**src/rtl/seg_ld_pkg.sv**
```systemverilog
package seg_ld_pkg;

    localparam int SEL_W    = 16;
    localparam int ADDR_W   = 32;
    localparam int WORD_W   = 32;
    localparam int TLIM_W   = 16;
    localparam int IDX_W    = SEL_W - 3;
    localparam int RAWLIM_W = 20;
    localparam int PAGE_SH  = ADDR_W - RAWLIM_W;
    localparam int ACC_POS  = 8;   // accessed flag inside the high word
    localparam logic [WORD_W-1:0] ACC_MASK = WORD_W'(1) << ACC_POS;

    typedef enum logic [2:0] {
        FLT_NONE   = 3'd0,
        FLT_NULL   = 3'd1,
        FLT_TLIM   = 3'd2,
        FLT_ABSENT = 3'd3,
        FLT_PRIV   = 3'd4
    } fault_e;

    typedef enum logic [2:0] {
        S_IDLE, S_CHECK, S_RD_LO, S_RD_HI, S_VALIDATE, S_WB_ACC, S_DONE, S_FAULT
    } ld_state_e;

    typedef struct packed {
        logic [IDX_W-1:0] index;
        logic             ti;
        logic [1:0]       rpl;
    } sel_t;

    typedef struct packed {
        logic       present;
        logic [1:0] dpl;
        logic       s;
        logic [2:0] kind;
        logic       accessed;
    } rights_t;

    typedef struct packed {
        logic [ADDR_W-1:0] base;
        logic [ADDR_W-1:0] limit;
        rights_t           rights;
        logic [3:0]        flags;
    } desc_t;

    function automatic logic is_conforming(logic [2:0] kind);
        return (kind | 3'b001) == 3'b111;
    endfunction

    function automatic logic [ADDR_W-1:0] expand_limit(logic [RAWLIM_W-1:0] raw, logic gran);
        if (gran)
            return {raw, {PAGE_SH{1'b1}}};
        return {{PAGE_SH{1'b0}}, raw};
    endfunction

endpackage

```
**src/rtl/seg_sel_decode.sv**
```systemverilog
module seg_sel_decode
    import seg_ld_pkg::*;
(
    input  logic [IDX_W-1:0]  index,
    input  logic              ti,
    input  logic [ADDR_W-1:0] gbase,
    input  logic [TLIM_W-1:0] glimit,
    input  logic [ADDR_W-1:0] lbase,
    input  logic [TLIM_W-1:0] llimit,
    output logic [ADDR_W-1:0] desc_addr,
    output logic              is_null,
    output logic              over_limit
);
    logic [TLIM_W-1:0] offset;
    logic [TLIM_W:0]   last_byte;
    logic [TLIM_W-1:0] tab_lim;

    always_comb begin
        offset     = {index, 3'b000};
        last_byte  = {1'b0, offset} + (TLIM_W+1)'(7);
        tab_lim    = ti ? llimit : glimit;
        over_limit = last_byte > {1'b0, tab_lim};
        is_null    = !ti && (index == '0);
        desc_addr  = (ti ? lbase : gbase) + ADDR_W'(offset);
    end
endmodule

```
**src/rtl/seg_desc_unpack.sv**
```systemverilog
module seg_desc_unpack
    import seg_ld_pkg::*;
(
    input  logic [WORD_W-1:0] lo_word,
    input  logic [WORD_W-1:0] hi_word,
    output desc_t             desc
);
    logic [RAWLIM_W-1:0] raw_lim;

    always_comb begin
        raw_lim     = {hi_word[19:16], lo_word[15:0]};
        desc.base   = {hi_word[31:24], hi_word[7:0], lo_word[31:16]};
        desc.rights = rights_t'(hi_word[15:8]);
        desc.flags  = hi_word[23:20];
        desc.limit  = expand_limit(raw_lim, hi_word[23]);
    end
endmodule

```
**src/rtl/seg_desc_rules.sv**
```systemverilog
module seg_desc_rules
    import seg_ld_pkg::*;
(
    input  logic       present,
    input  logic [1:0] dpl,
    input  logic [2:0] kind,
    input  logic       accessed,
    input  logic [1:0] rpl,
    output fault_e     verdict,
    output logic       need_wb
);
    always_comb begin
        if (!present)
            verdict = FLT_ABSENT;
        else if ((rpl > dpl) && !is_conforming(kind))
            verdict = FLT_PRIV;
        else
            verdict = FLT_NONE;
        need_wb = !accessed;
    end
endmodule

```
**src/rtl/seg_desc_loader.sv**
```systemverilog
module seg_desc_loader
    import seg_ld_pkg::*;
(
    input  logic              clk,
    input  logic              rst,
    input  logic              load_req,
    input  logic [SEL_W-1:0]  load_sel,
    input  logic [ADDR_W-1:0] gtab_base,
    input  logic [TLIM_W-1:0] gtab_limit,
    input  logic [ADDR_W-1:0] ltab_base,
    input  logic [TLIM_W-1:0] ltab_limit,
    output logic              mem_req,
    output logic              mem_we,
    output logic [ADDR_W-1:0] mem_addr,
    output logic [WORD_W-1:0] mem_wdata,
    input  logic [WORD_W-1:0] mem_rdata,
    input  logic              mem_ready,
    output logic              busy,
    output logic              done,
    output logic              fault,
    output logic [2:0]        fault_code,
    output logic              cache_valid,
    output logic [SEL_W-1:0]  cache_sel,
    output logic [ADDR_W-1:0] cache_base,
    output logic [ADDR_W-1:0] cache_limit,
    output logic [7:0]        cache_rights,
    output logic [3:0]        cache_flags
);
    ld_state_e         state, nxt;
    sel_t              sel_q;
    logic [WORD_W-1:0] lo_q, hi_q;
    fault_e            flt_q;

    logic [ADDR_W-1:0] desc_addr;
    logic              sel_null, sel_over;
    desc_t             dsc;
    fault_e            verdict;
    logic              need_wb;
    rights_t           rights_set;

    seg_sel_decode u_dec (
        .index      (sel_q.index),
        .ti         (sel_q.ti),
        .gbase      (gtab_base),
        .glimit     (gtab_limit),
        .lbase      (ltab_base),
        .llimit     (ltab_limit),
        .desc_addr  (desc_addr),
        .is_null    (sel_null),
        .over_limit (sel_over)
    );

    seg_desc_unpack u_unp (
        .lo_word (lo_q),
        .hi_word (hi_q),
        .desc    (dsc)
    );

    seg_desc_rules u_rules (
        .present  (dsc.rights.present),
        .dpl      (dsc.rights.dpl),
        .kind     (dsc.rights.kind),
        .accessed (dsc.rights.accessed),
        .rpl      (sel_q.rpl),
        .verdict  (verdict),
        .need_wb  (need_wb)
    );

    always_comb begin
        rights_set          = dsc.rights;
        rights_set.accessed = 1'b1;
    end

    always_comb begin
        nxt = state;
        unique case (state)
            S_IDLE:     if (load_req) nxt = S_CHECK;
            S_CHECK:    nxt = (sel_null || sel_over) ? S_FAULT : S_RD_LO;
            S_RD_LO:    if (mem_ready) nxt = S_RD_HI;
            S_RD_HI:    if (mem_ready) nxt = S_VALIDATE;
            S_VALIDATE: begin
                if (verdict != FLT_NONE) nxt = S_FAULT;
                else if (need_wb)        nxt = S_WB_ACC;
                else                     nxt = S_DONE;
            end
            S_WB_ACC:   if (mem_ready) nxt = S_DONE;
            S_DONE:     nxt = S_IDLE;
            S_FAULT:    nxt = S_IDLE;
            default:    nxt = S_IDLE;
        endcase
    end

    always_ff @(posedge clk) begin
        if (rst) begin
            state        <= S_IDLE;
            sel_q        <= '0;
            lo_q         <= '0;
            hi_q         <= '0;
            flt_q        <= FLT_NONE;
            cache_valid  <= 1'b0;
            cache_sel    <= '0;
            cache_base   <= '0;
            cache_limit  <= '0;
            cache_rights <= '0;
            cache_flags  <= '0;
        end else begin
            state <= nxt;
            if (state == S_IDLE && load_req)
                sel_q <= sel_t'(load_sel);
            if (state == S_RD_LO && mem_ready)
                lo_q <= mem_rdata;
            if (state == S_RD_HI && mem_ready)
                hi_q <= mem_rdata;
            if (state == S_CHECK && nxt == S_FAULT)
                flt_q <= sel_null ? FLT_NULL : FLT_TLIM;
            else if (state == S_VALIDATE && nxt == S_FAULT)
                flt_q <= verdict;
            if (nxt == S_DONE && state != S_DONE) begin
                cache_valid  <= 1'b1;
                cache_sel    <= sel_q;
                cache_base   <= dsc.base;
                cache_limit  <= dsc.limit;
                cache_rights <= rights_set;
                cache_flags  <= dsc.flags;
            end
        end
    end

    always_comb begin
        mem_req    = (state == S_RD_LO) || (state == S_RD_HI) || (state == S_WB_ACC);
        mem_we     = (state == S_WB_ACC);
        mem_addr   = (state == S_RD_LO) ? desc_addr : desc_addr + ADDR_W'(4);
        mem_wdata  = hi_q | ACC_MASK;
        busy       = (state != S_IDLE);
        done       = (state == S_DONE);
        fault      = (state == S_FAULT);
        fault_code = flt_q;
    end


    req_hold_chk: assert property (@(posedge clk) disable iff (rst)
        (mem_req && !mem_ready) |=> (mem_req && $stable(mem_addr) && $stable(mem_we) && $stable(mem_wdata)));


    end_excl_chk: assert property (@(posedge clk) disable iff (rst) !(done && fault));


    done_pulse_chk: assert property (@(posedge clk) disable iff (rst) done |=> !done);


    cache_move_chk: assert property (@(posedge clk) disable iff (rst)
        ((cache_sel != $past(cache_sel)) || (cache_base != $past(cache_base)) ||
         (cache_limit != $past(cache_limit)) || (cache_rights != $past(cache_rights)) ||
         (cache_valid != $past(cache_valid))) |-> done);


    present_chk: assert property (@(posedge clk) disable iff (rst) done |-> cache_rights[7]);


    priv_chk: assert property (@(posedge clk) disable iff (rst)
        done |-> ((cache_sel[1:0] <= cache_rights[6:5]) || (cache_rights[3:2] == 2'b11)));


    wb_data_chk: assert property (@(posedge clk) disable iff (rst)
        (mem_req && mem_we) |-> mem_wdata[ACC_POS]);


    acc_cached_chk: assert property (@(posedge clk) disable iff (rst) done |-> cache_rights[0]);


    early_fault_chk: assert property (@(posedge clk) disable iff (rst)
        (fault && (fault_code == FLT_NULL || fault_code == FLT_TLIM)) |-> !$past(mem_req));
endmodule

```
**config.mk**
```make
export PLATFORM = sky130hd
export DESIGN_NAME = seg_desc_loader
export DESIGN_NICKNAME = d
export VERILOG_FILES = /design/src/rtl/seg_ld_pkg.sv /design/src/rtl/seg_sel_decode.sv /design/src/rtl/seg_desc_unpack.sv /design/src/rtl/seg_desc_rules.sv /design/src/rtl/seg_desc_loader.sv
export SDC_FILE = /design/constraint.sdc
export NUM_CORES = 1
export LEC_CHECK = 0
export CELL_PAD_IN_SITES_DETAIL_PLACEMENT = 1
export CELL_PAD_IN_SITES_GLOBAL_PLACEMENT = 1
export CORE_ASPECT_RATIO = 0.75
export CORE_MARGIN = 2
export CORE_UTILIZATION = 25
export CTS_BUF_LIST = sky130_fd_sc_hd__clkbuf_4 sky130_fd_sc_hd__clkbuf_8 sky130_fd_sc_hd__clkbuf_16
export DETAILED_ROUTE_END_ITERATION = 16
export GPL_ROUTABILITY_DRIVEN = 0
export PLACE_DENSITY = 0.71
export RECOVER_POWER = 25
export SYNTH_ARGS = -nofsm -noshare
export SYNTH_HDL_FRONTEND = slang
export SYNTH_HIERARCHICAL = 1
export SYNTH_SLANG_ARGS = --single-unit
```
**constraint.sdc**
```tcl
create_clock -name clk -period 6.4 [get_ports clk]
set_input_delay 0.96 -clock clk [delete_from_list [all_inputs] [get_ports clk]]
set_output_delay 0.96 -clock clk [all_outputs]
set_load 0.02 [all_outputs]
```
==> results_tabular.tex <==
\begin{tabular}{lr}
\hline
Metric & Value \\
\hline
\multicolumn{2}{l}{\textbf{GRT}} \\
\quad First-pass GRT wire length & $\sim$54 mm \\
\quad Via count of the first global-routing pass & around 8600 \\
\quad Initial antenna violation count & 3 \\
\quad Total congestion overflow after global routing & 0 \\
\quad Aggregate global-route resource usage & 0.179 \\
\quad Largest net degree at the start of global routing & 67 \\
\multicolumn{2}{l}{\textbf{CTS}} \\
\quad Root buf cell & sky130\_fd\_sc\_hd\_\_clkbuf\_16 \\
\quad Post-CTS Setup Inserts & 0 \\
\quad Number of buffers on the longest clock path & 2 \\
\quad H-tree lvl count & 4 \\
\quad Clock Sink Count & 178 \\
\quad Source-to-sink clock delay at the later pin of the worst-skew pair & roughly 440 ps \\
\quad TritonCTS clock tree & built \\
\quad TritonCTS Buffers & 17 \\
\quad Register clock-pin slew on the reported worst setup and hold paths & about 70 ps \\
\quad Hold-fix buffers at CTS & 0 \\
\multicolumn{2}{l}{\textbf{Setup path}} \\
\quad Cell type with the highest occurrence count on the critical path & sky130\_fd\_sc\_hd\_\_clkdlybuf4s50\_1 \\
\quad Setup CP Type & input port to primary output \\
\quad Longest individual stage delay on the worst path & approximately 640 ps \\
\quad Arr. time, crit path & 5250 ps \\
\quad Worst-path fanout max & 8 \\
\quad Buffers \& Inverters on Critical Path & 2 \\
\quad Data required time at the worst endpoint & 5440 ps \\
\quad Delay-heaviest family, CP & buffers and inverters \\
\quad Beginning of the critical path & gtab\_base[3] \\
\quad Startpoint kind of the worst setup timing path & input port \\
\quad Critical Path Sink Type & primary output \\
\quad Slowest cell on the critical path & sky130\_fd\_sc\_hd\_\_clkdlybuf4s50\_1 \\
\quad CP Cell Sequence & clkdlybuf4s50\_1 > mux2\_2 > ha\_1 > fa\_1 > a21o\_1 > a311o\_1 > a21oi\_1 > o221ai\_1 > nor2b\_1 > xnor2\_2 > and3\_1 > nand4\_1 > xnor2\_1 > clkdlybuf4s50\_1 \\
\quad Worst reg2reg startpoint & sel\_q[2] \\
\multicolumn{2}{l}{\textbf{STA}} \\
\quad Unrepaired setup endpoints after global routing & true \\
\quad Final setup violation count & 0 \\
\quad Final worst-path cycle share & 0.970 \\
\quad Slew at the pin with the worst max-slew slack & around 1800 ps \\
\quad Clk\_skew & between 10 and 15 ps \\
\quad Timing-limited maximum frequency & 0.161 GHz \\
\quad Worst hold margin & 459 ps \\
\quad Endpoints failing hold & 0 \\
\quad Relative slew slack & -0.217 \\
\quad Max-slew violation count & 33 \\
\quad Final worst path period need & about 6200 ps \\
\multicolumn{2}{l}{\textbf{Placed design}} \\
\quad IO Port Bufs & between 300 and 400 \\
\quad Post-detailed-placement half-perimeter wirelength & roughly 27 mm \\
\multicolumn{2}{l}{\textbf{Final layout}} \\
\quad Fraction of the core area covered by cells at the end of the flow & 0.353 \\
\quad Area taken by flip-flops and latches & between 3000 and 4000 um\^{}2 \\
\quad Final-stage net count & approximately 1500 \\
\quad P\&R area growth vs syn & 39.3\% \\
\quad Share of post-route cells with drive strength above 1 & 0.0907 \\
\quad Multi-input logic area & between 4000 and 5000 um\^{}2 \\
\quad Number of filler cells placed in the layout & 4358 \\
\multicolumn{2}{l}{\textbf{Detailed routing}} \\
\quad Per-cell via count in the routed design & 4.81 \\
\quad Number of optimization iterations in the first detailed-route pass & 5 \\
\quad Wirelength, routed & 36.3 mm \\
\quad Via total after detailed routing & 8646 \\
\quad DR WL/cell & between 20 and 25 um \\
\quad \# DRC & 0 \\
\quad Antenna viol nets, final & 0 \\
\quad Number of DRC markers in iteration 0 & 420 \\
\multicolumn{2}{l}{\textbf{Run}} \\
\quad Max-capacitance violation count & 1 \\
\multicolumn{2}{l}{\textbf{Floorplan}} \\
\quad Area enclosed by the die boundary & just under 40000 um\^{}2 \\
\quad Placement Rows & a little over 60 \\
\quad X dimension of the die & 228 um \\
\quad Number of top-level pins & between 300 and 400 \\
\quad Initial standard-cell utilization of the core & 0.254 \\
\quad Floorplan Core Area & $\sim$37000 um\^{}2 \\
\quad Die outline height & between 150 and 200 um \\
\multicolumn{2}{l}{\textbf{Synthesis}} \\
\quad Count of warnings emitted by yosys & 6 \\
\quad Most numerous cell types in the synthesized netlist & sky130\_fd\_sc\_hd\_\_nand2\_1, sky130\_fd\_sc\_hd\_\_dfxtp\_1, sky130\_fd\_sc\_hd\_\_a21oi\_1, sky130\_fd\_sc\_hd\_\_a22o\_1, sky130\_fd\_sc\_hd\_\_buf\_4 \\
\quad Synth area leader & sky130\_fd\_sc\_hd\_\_dfxtp\_1 \\
\quad Number of unique standard cell types used by synthesis & 69 \\
\quad Fraction of the yosys area taken by sequential cells & 0.379 \\
\quad Share of synthesized registers carrying an async set or reset & 0 \\
\quad Most frequent cell after synthesis & sky130\_fd\_sc\_hd\_\_nand2\_1 \\
\quad EDFF count, synth & 0 \\
\quad Synth top area share & 0.379 \\
\quad Average cell area after synthesis & around 8.9 um\^{}2 \\
\quad Post-Syn Area & 9410 um\^{}2 \\
\quad Dominant synthesized flop cell & sky130\_fd\_sc\_hd\_\_dfxtp\_1 \\
\quad Mapped Nets & roughly 1200 \\
\quad Synth top area cells & sky130\_fd\_sc\_hd\_\_dfxtp\_1, sky130\_fd\_sc\_hd\_\_a22o\_1, sky130\_fd\_sc\_hd\_\_nand2\_1, sky130\_fd\_sc\_hd\_\_buf\_4, sky130\_fd\_sc\_hd\_\_a21oi\_1 \\
\quad Post-synthesis sequential element count & 178 \\
\quad Synthesized netlist cell count & 1063 \\
\multicolumn{2}{l}{\textbf{Pwr}} \\
\quad Portion of total power attributed to combinational logic & 0.389 \\
\quad Register share of total power & 0.330 \\
\quad Power Density & 302 nW/um\^{}2 \\
\quad Cell internal pwr & around 2.5 mW \\
\quad LEAKAGE & just under 5 nW \\
\quad Worst IR drop on VDD & approximately 0.2 mV \\
\quad Switching power share of the total & 0.380 \\
\quad Clock network power share & 0.281 \\
\quad Switching power & about 1.5 mW \\
\multicolumn{2}{l}{\textbf{Outcome}} \\
\quad Outcome & complete, but fails checks \\
\quad Violated checks & max-capacitance violations, max-slew violations \\
\multicolumn{2}{l}{\textbf{Worst hold path}} \\
\quad Worst hold-check path type & flop to flop \\
\quad Start point of the worst hold path & lo\_q[30] \\
\hline
\end{tabular}
[cell type report]
type / count / area share
antenna: 2 / 0.000382
clock buffer: 19 / 0.0345
clock inverter: 12 / 0.0118
inverter: 14 / 0.00401
multi-input combinational: 733 / 0.378
sequential: 178 / 0.272
tap: 504 / 0.0481
timing repair buffer: 334 / 0.251
[metal layers]
layer / track usage / routed length (um) / up-vias
met4: 0.0503 / 791 / 2
li1: - / - / 4128
met2: 0.283 / 16600 / 207
met5: 0 / 13 / -
met1: 0.247 / 17300 / 4274
met3: 0.0373 / 1620 / 35
[cells in the final DEF (no fill, tap or decap), types with 14 or more instances in the layout]
master | synthesis | routed
sky130_fd_sc_hd__xnor2_1 | 36 | 35
sky130_fd_sc_hd__xor2_1 | 21 | 21
sky130_fd_sc_hd__dfxtp_1 | 178 | 177
sky130_fd_sc_hd__clkdlybuf4s50_1 | 0 | 254
sky130_fd_sc_hd__nor2_1 | 17 | 16
sky130_fd_sc_hd__nand3_1 | 16 | 15
sky130_fd_sc_hd__or2_2 | 14 | 14
sky130_fd_sc_hd__dlygate4sd3_1 | 0 | 51
sky130_fd_sc_hd__nand4_1 | 16 | 16
sky130_fd_sc_hd__a21oi_1 | 106 | 105
sky130_fd_sc_hd__nand2_1 | 187 | 187
sky130_fd_sc_hd__ha_1 | 29 | 29
sky130_fd_sc_hd__buf_4 | 79 | 23
sky130_fd_sc_hd__mux2_2 | 19 | 19
sky130_fd_sc_hd__mux2i_1 | 23 | 23
sky130_fd_sc_hd__a22o_1 | 91 | 91
sky130_fd_sc_hd__inv_1 | 14 | 14
sky130_fd_sc_hd__clkbuf_16 | 0 | 17
[worst reg2reg max path, delay by kind of cell (launching register included)]
kind,cells,cell delay (ps)
DFF,1,570
adders and majority gates,1,310
AOI/OAI and AO/OA,9,2320
muxes,1,360
buffers and inverters,3,1460
and+or+nand+nor,1,390
[metrics by stage]
step | TNS, ps | cell area (um^2) | setup WS [ps] | cells | total power, mW
floorplan | 0 | 9410 | 799 | 1063 | 2.23
global placement | 0 | 12400 | 71.9 | 1763 | 2.83
detailed placement | -128 | 12400 | -64.4 | 1763 | 2.86
CTS | 0 | 13100 | 30.6 | 1794 | 3.99
global route | -4.64 | 13100 | -4.64 | 1795 | 4.18
finish | 0 | 13100 | 192 | 1796 | 3.96
[power by group through the flow]
stage | Combinational (mW) | Clock (mW) | Sequential [mW]
floorplan | 0.961 | 0 | 1.27
global placement | 1.50 | 0 | 1.33
detailed placement | 1.53 | 0 | 1.33
CTS | 1.53 | 1.14 | 1.31
global route | 1.66 | 1.19 | 1.32
finish | 1.54 | 1.12 | 1.31
[worst paths after layout]
kind                            slack (ps)              end  depth (start not counted)
worst min-delay path                   460         lo_q[30]                          2
worst max-delay path                   190     mem_addr[26]                         14
worst max register to register         920  cache_rights[2]                         15
worst min register to register         460         lo_q[30]                          2
[sequential cells by signal, summed over array words and instances (netlist names), 4 cells and up]
name	flops
cache_base	32
cache_flags	4
cache_limit	32
cache_rights	8
cache_sel	16
hi_q	32
lo_q	32
sel_q	16
[cells by family (layout without fill, tap and decap cells)]
family                   after synthesis  after routing  synth area share
other                                  1              3          0.000399
adder cells (fa/ha/maj)               30             30            0.0407
multiplexers                          48             48            0.0568
flip-flops                           178            178             0.379
AND/OR/NAND/NOR                      340            340             0.175
AO/OA/AOI/OAI                        257            257             0.192
XOR/XNOR                              57             57            0.0531
buffers and inverters                152            379             0.103
[what timing repair did]
action	CTS	global route
endpoints found under the setup margin	3	12
resized for setup	5	12
cloned	0	0
pin swaps	0	0
No activity file was read; power rests on OpenSTA's default activity.
